===== src/rtl/router_pkg.sv =====
package router_pkg;
    typedef enum logic {
        PORT_A = 1'b0,
        PORT_B = 1'b1
    } port_e;
endpackage


===== src/rtl/pkt_classify.sv =====
module pkt_classify
    import router_pkg::*;
#(
    parameter int DEST_W   = 8,
    parameter int HIT_CODE = 1
) (
    input  logic [DEST_W-1:0] dest,
    input  logic              flag,
    output port_e             port,
    output logic              hot
);
    localparam logic [DEST_W-1:0] MATCH = DEST_W'(HIT_CODE);

    always_comb begin
        port = (dest == MATCH) ? PORT_A : PORT_B;
        hot  = flag;
    end
endmodule


===== src/rtl/move_arbiter.sv =====
module move_arbiter
    import router_pkg::*;
(
    input  logic       v0,
    input  logic       v1,
    input  port_e      p0,
    input  port_e      p1,
    input  logic [1:0] accept,
    output logic       rdy0,
    output logic       rdy1,
    output logic       go0,
    output logic       go1
);
    logic clash;

    always_comb begin
        clash = v0 && (p0 == p1);
        rdy0  = accept[p0];
        rdy1  = accept[p1] && !clash;
        go0   = v0 && rdy0;
        go1   = v1 && rdy1;
    end
endmodule


===== src/rtl/out_slot.sv =====
module out_slot #(
    parameter int W = 25
) (
    input  logic         clk,
    input  logic         rst,
    input  logic         load,
    input  logic [W-1:0] load_data,
    input  logic         out_ready,
    output logic         out_valid,
    output logic [W-1:0] out_data,
    output logic         accept
);
    typedef struct packed {
        logic         valid;
        logic [W-1:0] data;
    } slot_t;

    slot_t slot_d, slot_q;

    always_comb begin
        slot_d = slot_q;
        accept = !slot_q.valid || out_ready;
        if (load) begin
            slot_d.valid = 1'b1;
            slot_d.data  = load_data;
        end else if (out_ready) begin
            slot_d.valid = 1'b0;
        end
    end

    always_ff @(posedge clk) begin
        if (rst) slot_q <= '0;
        else     slot_q <= slot_d;
    end

    assign out_valid = slot_q.valid;
    assign out_data  = slot_q.data;
endmodule


===== src/rtl/router_top.sv =====
module router_top
    import router_pkg::*;
#(
    parameter int DEST_W   = 8,
    parameter int PAY_W    = 16,
    parameter int CNT_W    = 16,
    parameter int HIT_CODE = 1,
    localparam int PKT_W   = DEST_W + 1 + PAY_W
) (
    input  logic             clk,
    input  logic             rst,
    input  logic             in0_valid,
    output logic             in0_ready,
    input  logic [PKT_W-1:0] in0_data,
    input  logic             in1_valid,
    output logic             in1_ready,
    input  logic [PKT_W-1:0] in1_data,
    output logic             out0_valid,
    input  logic             out0_ready,
    output logic [PKT_W-1:0] out0_data,
    output logic             out1_valid,
    input  logic             out1_ready,
    output logic [PKT_W-1:0] out1_data,
    output logic [CNT_W-1:0] hit_count
);
    localparam int FLAG_BIT = PAY_W;
    localparam int NPORT    = 2;

    logic [PKT_W-1:0] in_data   [NPORT];
    logic [NPORT-1:0] in_valid;
    port_e            in_port   [NPORT];
    logic [NPORT-1:0] in_hot;
    logic [NPORT-1:0] slot_accept;
    logic [NPORT-1:0] slot_ready;
    logic [NPORT-1:0] slot_valid;
    logic [PKT_W-1:0] slot_data [NPORT];
    logic             go0, go1;

    assign in_data[0]    = in0_data;
    assign in_data[1]    = in1_data;
    assign in_valid      = {in1_valid, in0_valid};
    assign slot_ready    = {out1_ready, out0_ready};

    for (genvar i = 0; i < NPORT; i++) begin : g_cls
        pkt_classify #(.DEST_W(DEST_W), .HIT_CODE(HIT_CODE)) u_cls (
            .dest (in_data[i][PKT_W-1 -: DEST_W]),
            .flag (in_data[i][FLAG_BIT]),
            .port (in_port[i]),
            .hot  (in_hot[i])
        );
    end

    move_arbiter u_arb (
        .v0     (in_valid[0]),
        .v1     (in_valid[1]),
        .p0     (in_port[0]),
        .p1     (in_port[1]),
        .accept (slot_accept),
        .rdy0   (in0_ready),
        .rdy1   (in1_ready),
        .go0    (go0),
        .go1    (go1)
    );

    for (genvar k = 0; k < NPORT; k++) begin : g_slot
        logic             take0, take1, load;
        logic [PKT_W-1:0] pick;
        always_comb begin
            take0 = go0 && (in_port[0] == port_e'(k));
            take1 = go1 && (in_port[1] == port_e'(k));
            load  = take0 || take1;
            pick  = take0 ? in_data[0] : in_data[1];
        end
        out_slot #(.W(PKT_W)) u_slot (
            .clk       (clk),
            .rst       (rst),
            .load      (load),
            .load_data (pick),
            .out_ready (slot_ready[k]),
            .out_valid (slot_valid[k]),
            .out_data  (slot_data[k]),
            .accept    (slot_accept[k])
        );
    end

    assign out0_valid = slot_valid[0];
    assign out0_data  = slot_data[0];
    assign out1_valid = slot_valid[1];
    assign out1_data  = slot_data[1];

    typedef struct packed {
        logic [CNT_W-1:0] cnt;
    } tally_t;

    tally_t tally_d, tally_q;

    always_comb begin
        tally_d     = tally_q;
        tally_d.cnt = tally_q.cnt
                    + CNT_W'(go0 && in_hot[0])
                    + CNT_W'(go1 && in_hot[1]);
    end

    always_ff @(posedge clk) begin
        if (rst) tally_q <= '0;
        else     tally_q <= tally_d;
    end

    assign hit_count = tally_q.cnt;
endmodule


===== config.mk =====
export PLATFORM = sky130hd
export DESIGN_NAME = router_top
export DESIGN_NICKNAME = d
export VERILOG_FILES = /design/src/rtl/router_pkg.sv /design/src/rtl/pkt_classify.sv /design/src/rtl/move_arbiter.sv /design/src/rtl/out_slot.sv /design/src/rtl/router_top.sv
export SDC_FILE = /design/constraint.sdc
export NUM_CORES = 1
export LEC_CHECK = 0
export BUFFER_PORTS_ARGS = -buffer_cell sky130_fd_sc_hd__buf_4
export CAP_MARGIN = 20
export CORE_UTILIZATION = 43
export DETAILED_ROUTE_END_ITERATION = 8
export PLACE_DENSITY = 0.72
export SYNTH_ARGS = -nofsm -noshare
export SYNTH_HDL_FRONTEND = slang
export SYNTH_SLANG_ARGS = --single-unit

===== constraint.sdc =====
create_clock -name clk -period 5.55 [get_ports clk]
set_clock_uncertainty 0.05 [all_clocks]
set_input_delay 0.8325 -clock clk [delete_from_list [all_inputs] [get_ports clk]]
set_output_delay 0.8325 -clock clk [all_outputs]
set_load 0.01 [all_outputs]

==> results of run 1 <==
[worst reg2reg max path: cells and delay by family, from the launching register on]
kind / cells / cell delay, ns
fa+ha+maj: 2 / 0.57
compound gates: 2 / 0.54
flops: 1 / 0.33
buf+inv: 1 / 0.07
simple gates: 5 / 1.10
[layout by cell type (no fill, tap or decap), types with 8 or more instances in the layout]
cell      netlist  final
buf_4           1    131
dfxtp_1        68     68
nand2_1        40     40
a21oi_1        39     39
o221ai_1       32     32
nor2_1         24     24
nand2b_1       19     19
a211oi_1       10     10
clkbuf_8        0     10
mux2i_1         9      9
nor3_1          8      8
and2_1          8      8
[routing by layer]
layer	routed length [um]	GRT usage, %	vias to the layer above	part of all wire (%)
li1	-	-	1489	-
met1	3856	32.32	1438	44
met2	4188	38.67	123	47
met3	711	7.026	10	8.0
met4	102	7.273	0	1.2
met5	0	0	-	0
[registers in the layout (all words and copies together), names as in the netlist]
signal / flops
g_slot.u_slot.out_valid: 2
g_slot.u_slot.out_data: 50
hit_count: 16
[worst min path at each step]
stage / endpoint / slack (ns) / cells after the start
2_1_floorplan: g_slot[0].u_slot.out_data[18] / 0.45 / 1
3_5_place_dp: g_slot[0].u_slot.out_data[19] / 0.40 / 1
3_3_place_gp: g_slot[0].u_slot.out_data[18] / 0.40 / 1
4_1_cts: g_slot[0].u_slot.out_data[19] / 0.42 / 1
5_1_grt: g_slot[0].u_slot.out_data[24] / 0.43 / 1
6_report: g_slot[0].u_slot.out_data[19] / 0.42 / 1
[power by group through the flow]
| stage | clock, mW | combinational (mW) | sequential, mW |
|---|---|---|---|
| finish | 0.387 | 0.157 | 0.517 |
| global route | 0.423 | 0.170 | 0.519 |
| CTS | 0.392 | 0.157 | 0.517 |
| detailed placement | 0 | 0.157 | 0.528 |
| global placement | 0 | 0.155 | 0.527 |
| floorplan | 0 | 0.0650 | 0.535 |
[cell families (layout without fill, tap and decap cells)]
family | Yosys count | count (layout)
buffers and inverters | 25 | 149
DFF | 68 | 68
xor gates and xnor gates | 11 | 11
muxes | 9 | 9
and+or+nand+nor | 131 | 131
AOI/OAI and AO/OA | 92 | 92
adders and majority gates | 2 | 2
[cell type report]
cell class / count / area share [%]
multi-input cells: 245 / 37.33
clock inverters: 3 / 0.9428
clock buffers: 10 / 3.241
flip-flops and latches: 68 / 32.06
repair buffers: 131 / 23.16
well taps: 96 / 2.829
inverters: 5 / 0.4420
==> impl_metrics.yaml, run 1 <==
detailed_routing:
  drt-vias-per-instance: 5.484
  antenna_violating_nets_post_route: 0
  drtIter0Drc: 161
  routed_wl_um: 8858
  drt-pass1-iter-count: 4
  post_drt_wl_per_cell_um: 15.87
  drt_drc_violations_left: 0
  via_count: 3060
worst_setup_path:
  endpoint: "hit_count[14]"
  critical_path_start_type: "input port"
  slowest_delay_ns: 0.68
  worst-path-max-fanout: 5
  cp_arrival_ns: 4.14
  cp_num_cells: 12
  critPathTopFamily: "simple AND/OR/NAND/NOR gates"
  crit_start: "in0_data[18]"
  timing.reg2reg.setup_slack_ns: 2.81
  crit_required_ns: 5.75
  worst-path-buf-inv: 2
  crit-reg2reg-launch: "g_slot[0].u_slot.out_valid"
  worst-r2r-cell-count: 10
  timing.setup.critical_path_class: "in2reg"
  critical_path.endpoint_type: "flop"
  crit_path_cell_trace: "buf_4, nor4b_1, nand2_1, xnor2_1, a2111o_1, fa_1, inv_1, ha_1, and2_1, nand3_1, or4_1, a21oi_1"
  regToRegEndpoint: "hit_count[14]"
  critical-path-slowest-cell: "nor4b_1"
yosys:
  netlist_top_cells_count: "dfxtp_1, nand2_1, a21oi_1"
  avgSynthCellArea_sq_um: 9.003
  synthXorXnorAreaFrac_pct: 3.166
  syn_inst: 338
  post-synth-top-count-cell: "dfxtp_1"
  synth_enable_flop_cells: 0
  netlist.area_leader.share_pct: 44.74
  synthFlopType: "dfxtp_1"
  synth_top_family_by_area: "simple AND/OR/NAND/NOR gates"
  synthesis.nets: 396
  synth.mux.area_fraction_pct: 2.961
  netlist_area_pre_place_sq_um: 3043
  simple_gate_area_share_of_the_yosys_netlist_pct: 23.03
  post_synth_arst_share_pct: 0
  synth_cell_type_count: 39
  netlist_top_cells_area: "dfxtp_1, o221ai_1, a21oi_1"
  synth_seq_area_share_pct: 44.74
  synthesized_area_fraction_occupied_by_adder_cells_pct: 1.069
  synthesis.yosys.warnings: 0
  yosys.area.top_type: "dfxtp_1"
  synth_compound_gate_area_share_pct: 21.59
  synth_seq_cells: 68
cells_and_area:
  final_core_util_pct: 62.16
  num_antenna_cells: 0
  multiInputGateArea_sq_um: 1585
  drive_gt1_share_pct: 33.12
  layout.area.seq_sq_um: 1361
  post_layout_nonfiller_instances: 558
  area_growth_pct: 39.56
  layout.filler_cells: 615
  finalInstanceArea_sq_um: 4247
  design.final.nets: 518
clock_network:
  tritoncts: "done"
  numCtsBuffers: 9
  cts_htree_levels: 3
  clock_sink_count: 68
  cts-root-buf: "clkbuf_8"
  postCtsHoldBufs: 0
  clkTransAtPathRegs_ns: 0.07
  worstSkewPairLatency_ns: 0.33
  cts_repair_resize_count: 0
  cts.repair_timing.setup_buffer_count: 0
  max-clock-path-buffers: 2
timing:
  finalSetupViolations: 0
  post-route-min-period_ns: 3.935
  hold_ws_ns: 0.4196
  final_hold_viol_count: 0
  setup_tns_ns: 0
  tightestPinTransition_ns: 0.9047
  layout_worst_path_cycle_share_pct: 70.90
  max_slew_margin_pct: 39.51
  count_of_pins_over_their_slew_limit: 0
  postLayoutSetupSlackWorst_ns: 1.615
  rsz0062_at_grt: "false"
  max_clock_freq_mhz: 254.1
die:
  design.die.area_sq_um: 7417
  die_x_um: 86.12
  floorplan.initialDensity_pct: 44.54
  placementRows: 30
  floorplan.core_area_sq_um: 6832
  io_pins: 126
  die_height_um: 86.12
global_route:
  first_pass_grt_wire_length_um: 14150
  antenna_found_initial: 0
  grt_remaining_overflow: 0
  grt_pass1_vias: 2811
  grt_max_degree: 63
  grt_use_total_pct: 24.43
placement:
  post-place-cells: 545
  place.gp.congestion: 0.8208
  setup_slack_after_placement_ns: 1.312
  dp_hpwl_um: 6009
  place_area_sq_um: 4069
  numPortBuffers: 125
worst_hold_path:
  worst_hold_path_type: "reg2reg"
  min_from: "g_slot[0].u_slot.out_data[19]"
pwr:
  post_layout_power_mw: 1.060
  power.switching_mw: 0.2651
  comb_power_share_pct: 14.8
  pwr-share-clk_pct: 36.5
  switching_share_pct: 25.01
  vdd_drop_max_uv: 161.0
  power_leakage_nw: 1.723
  intPower_mw: 0.7950
  p_per_area_nw_per_um2: 249.6
  power_frac_seq_pct: 48.7
run_status:
  outcome: "complete, no violations"
flow_run:
  maxcap_viol_count: 0
Note: power is estimated with default switching activity, not from simulation.
==> inputs of run 2 (changes only) <==
--- a/config.mk
+++ b/config.mk
@@ -9,7 +9,7 @@
 export CAP_MARGIN = 20
 export CORE_UTILIZATION = 43
 export DETAILED_ROUTE_END_ITERATION = 8
-export PLACE_DENSITY = 0.72
+export PLACE_DENSITY = 0.75
 export SYNTH_ARGS = -nofsm -noshare
 export SYNTH_HDL_FRONTEND = slang
 export SYNTH_SLANG_ARGS = --single-unit
==> constraint.sdc (replaced) <==
create_clock -name clk -period 3.4 [get_ports clk]
set_clock_uncertainty 0.05 [all_clocks]
set_input_delay 0.51 -clock clk [delete_from_list [all_inputs] [get_ports clk]]
set_output_delay 0.51 -clock clk [all_outputs]
set_load 0.01 [all_outputs]
==> run 2 against run 1 <==
Compared with the run above: cell area increased by 2.7%; combinational power is 66% higher; critical endpoint is now hit_count[12]; cell count rose by 2.2%; sequential power increased by 63%; global-route usage up 0.22 points; setup slack lost 1.3 ns; register-to-register slack got worse by 2.0 ns; routed wire length up 1.3%; die area unchanged; clock power grew 80%; critical path depth did not move; largest cell class unchanged; largest power group unchanged.
==> impl_metrics.yaml, run 2 (synthesis gave the netlist of run 1 again) <==
run_status:
  outcome: "complete, no violations"
die:
  die_height_um: 86.12
  floorplan.initialDensity_pct: 44.54
  die_x_um: 86.12
  placementRows: 30
  floorplan.core_area_sq_um: 6832
  design.die.area_sq_um: 7417
  io_pins: 126
pwr:
  switching_share_pct: 25.68
  power_frac_seq_pct: 46.8
  power.switching_mw: 0.4618
  comb_power_share_pct: 14.5
  p_per_area_nw_per_um2: 412.5
  power_leakage_nw: 1.778
  vdd_drop_max_uv: 286.6
  intPower_mw: 1.337
  pwr-share-clk_pct: 38.6
cells_and_area:
  area_growth_pct: 43.26
  layout.cells.most_common: "buf_4"
  design.final.nets: 527
  most-common-layout-cells: "buf_4, dfxtp_1, nand2_1, a21oi_1, o221ai_1"
  final_core_util_pct: 63.81
  drive_gt1_share_pct: 35.23
  flip_flop_count_of_the_largest_register_all_copies_and_words_added: 50
  finalInstanceArea_sq_um: 4359
  num_antenna_cells: 0
clock_network:
  tritoncts: "done"
  max-clock-path-buffers: 2
  numCtsBuffers: 9
  clock_sink_count: 68
  cts_htree_levels: 3
  clkTransAtPathRegs_ns: 0.08
  cts-root-buf: "clkbuf_8"
  postCtsHoldBufs: 0
  cts_repair_resize_count: 0
  cts.repair_timing.setup_buffer_count: 0
  worstSkewPairLatency_ns: 0.34
worst_setup_path:
  critical_path_start_type: "input port"
  slowest_delay_ns: 0.49
  endpoint: "hit_count[12]"
  crit_required_ns: 3.62
  critical-path-slowest-cell: "or4_1"
  regToRegEndpoint: "hit_count[12]"
  crit_path_cell_trace: "buf_4, nor4_2, nand2_1, xnor2_1, a2111o_1, fa_1, inv_1, ha_1, and2_1, nand3_1, or4_1, a21oi_1"
  worst-r2r-cell-count: 10
  crit-reg2reg-launch: "g_slot[0].u_slot.out_valid"
  timing.setup.critical_path_class: "in2reg"
  cp_arrival_ns: 3.34
  critical_path.endpoint_type: "flop"
  timing.reg2reg.setup_slack_ns: 0.79
  crit_start: "in1_data[22]"
  worst-path-max-fanout: 4
timing:
  final_hold_viol_count: 0
  finalSetupViolations: 0
  post-route-min-period_ns: 3.129
  rsz0062_at_grt: "false"
  max_slew_margin_pct: 50.13
  count_of_pins_over_their_slew_limit: 0
  tightestPinTransition_ns: 0.7460
  max_clock_freq_mhz: 319.6
  layout_worst_path_cycle_share_pct: 92.04
flow_run:
  maxcap_viol_count: 0
detailed_routing:
  drt-pass1-iter-count: 5
  via_count: 3096
  antenna_violating_nets_post_route: 0
  drt_drc_violations_left: 0
  routed_wl_um: 8975
  drt-vias-per-instance: 5.432
  drtIter0Drc: 176
  post_drt_wl_per_cell_um: 15.75
placement:
  place_area_sq_um: 4149
  dp_hpwl_um: 6250
  place.gp.congestion: 0.8167
  numPortBuffers: 125
global_route:
  grt_max_degree: 63
  first_pass_grt_wire_length_um: 14290
  groute.layer.met3.usage_pct: 4.042
  global_route.usage.met2_pct: 39.83
  grtUsageMet1_pct: 33.00
  gr-max-usage-layer: "met2"
  grt_pass1_vias: 2904
  antenna_found_initial: 0
  grt_use_total_pct: 24.65
  grt_remaining_overflow: 0
worst_hold_path:
  worst_hold_path_type: "in2reg"
==> run 2: power groups by stage <==
stage               clock network [mW]  registers, mW  logic [mW]
floorplan                            0          0.873       0.106
global placement                     0          0.860       0.257
detailed placement                   0          0.861       0.261
CTS                              0.709          0.843       0.262
global route                     0.749          0.846       0.284
finish                           0.695          0.842       0.261
==> run 2: layout make-up <==
cell class                      count  area (sq um)
Fill cell                         607          2472
Multi-Input combinational cell    245          1598
Clock buffer                       11         151.4
Clock inverter                      5         58.81
Timing Repair Buffer              140          1051
Tap cell                           96         120.1
Sequential cell                    68          1361
Inverter                            5         18.77
==> run 2: metal layers <==
metal / routed length (um) / share of wire (%)
met5: 0 / 0
met4: 87 / 0.97
met3: 718 / 8.0
met2: 4138 / 46
met1: 4032 / 45
==> run 2: how the worst min path moves through the flow <==
stage / start / end / slack, ns / cells after the start
after CTS: in0_data[9] / g_slot[0].u_slot.out_data[9] / 0.36 / 3
final: in0_data[8] / g_slot[1].u_slot.out_data[8] / 0.37 / 3
after detailed placement: g_slot[0].u_slot.out_data[23] / g_slot[0].u_slot.out_data[23] / 0.40 / 1
after global routing: in0_data[8] / g_slot[1].u_slot.out_data[8] / 0.36 / 3
after global placement: g_slot[0].u_slot.out_data[23] / g_slot[0].u_slot.out_data[23] / 0.40 / 1
after floorplan: g_slot[0].u_slot.out_data[18] / g_slot[0].u_slot.out_data[18] / 0.45 / 1
==> run 2: worst max-delay path: cells and delay by family <==
family / cells / cell delay, ns
simple gates: 5 / 1.32
compound gates: 2 / 0.58
fa+ha+maj: 2 / 0.58
buf+inv: 2 / 0.19
xor+xnor: 1 / 0.17
==> run 2: stage by stage <==
| stage | setup TNS (ns) | hold slack [ns] | setup slack (ns) | total power [mW] | cells |
|---|---|---|---|---|---|
| 3_5_place_dp | -0.1135 | 0.3957 | -0.07287 | 1.122 | 554 |
| 6_report | 0 | 0.3697 | 0.2708 | 1.798 | 570 |
| 3_3_place_gp | 0 | 0.3959 | 0.06435 | 1.118 | 554 |
| 2_1_floorplan | 0 | 0.4494 | 0.04038 | 0.9799 | 338 |
| 5_1_grt | 0 | 0.3620 | 0.06959 | 1.879 | 570 |
| 4_1_cts | 0 | 0.3606 | 0.2525 | 1.813 | 570 |
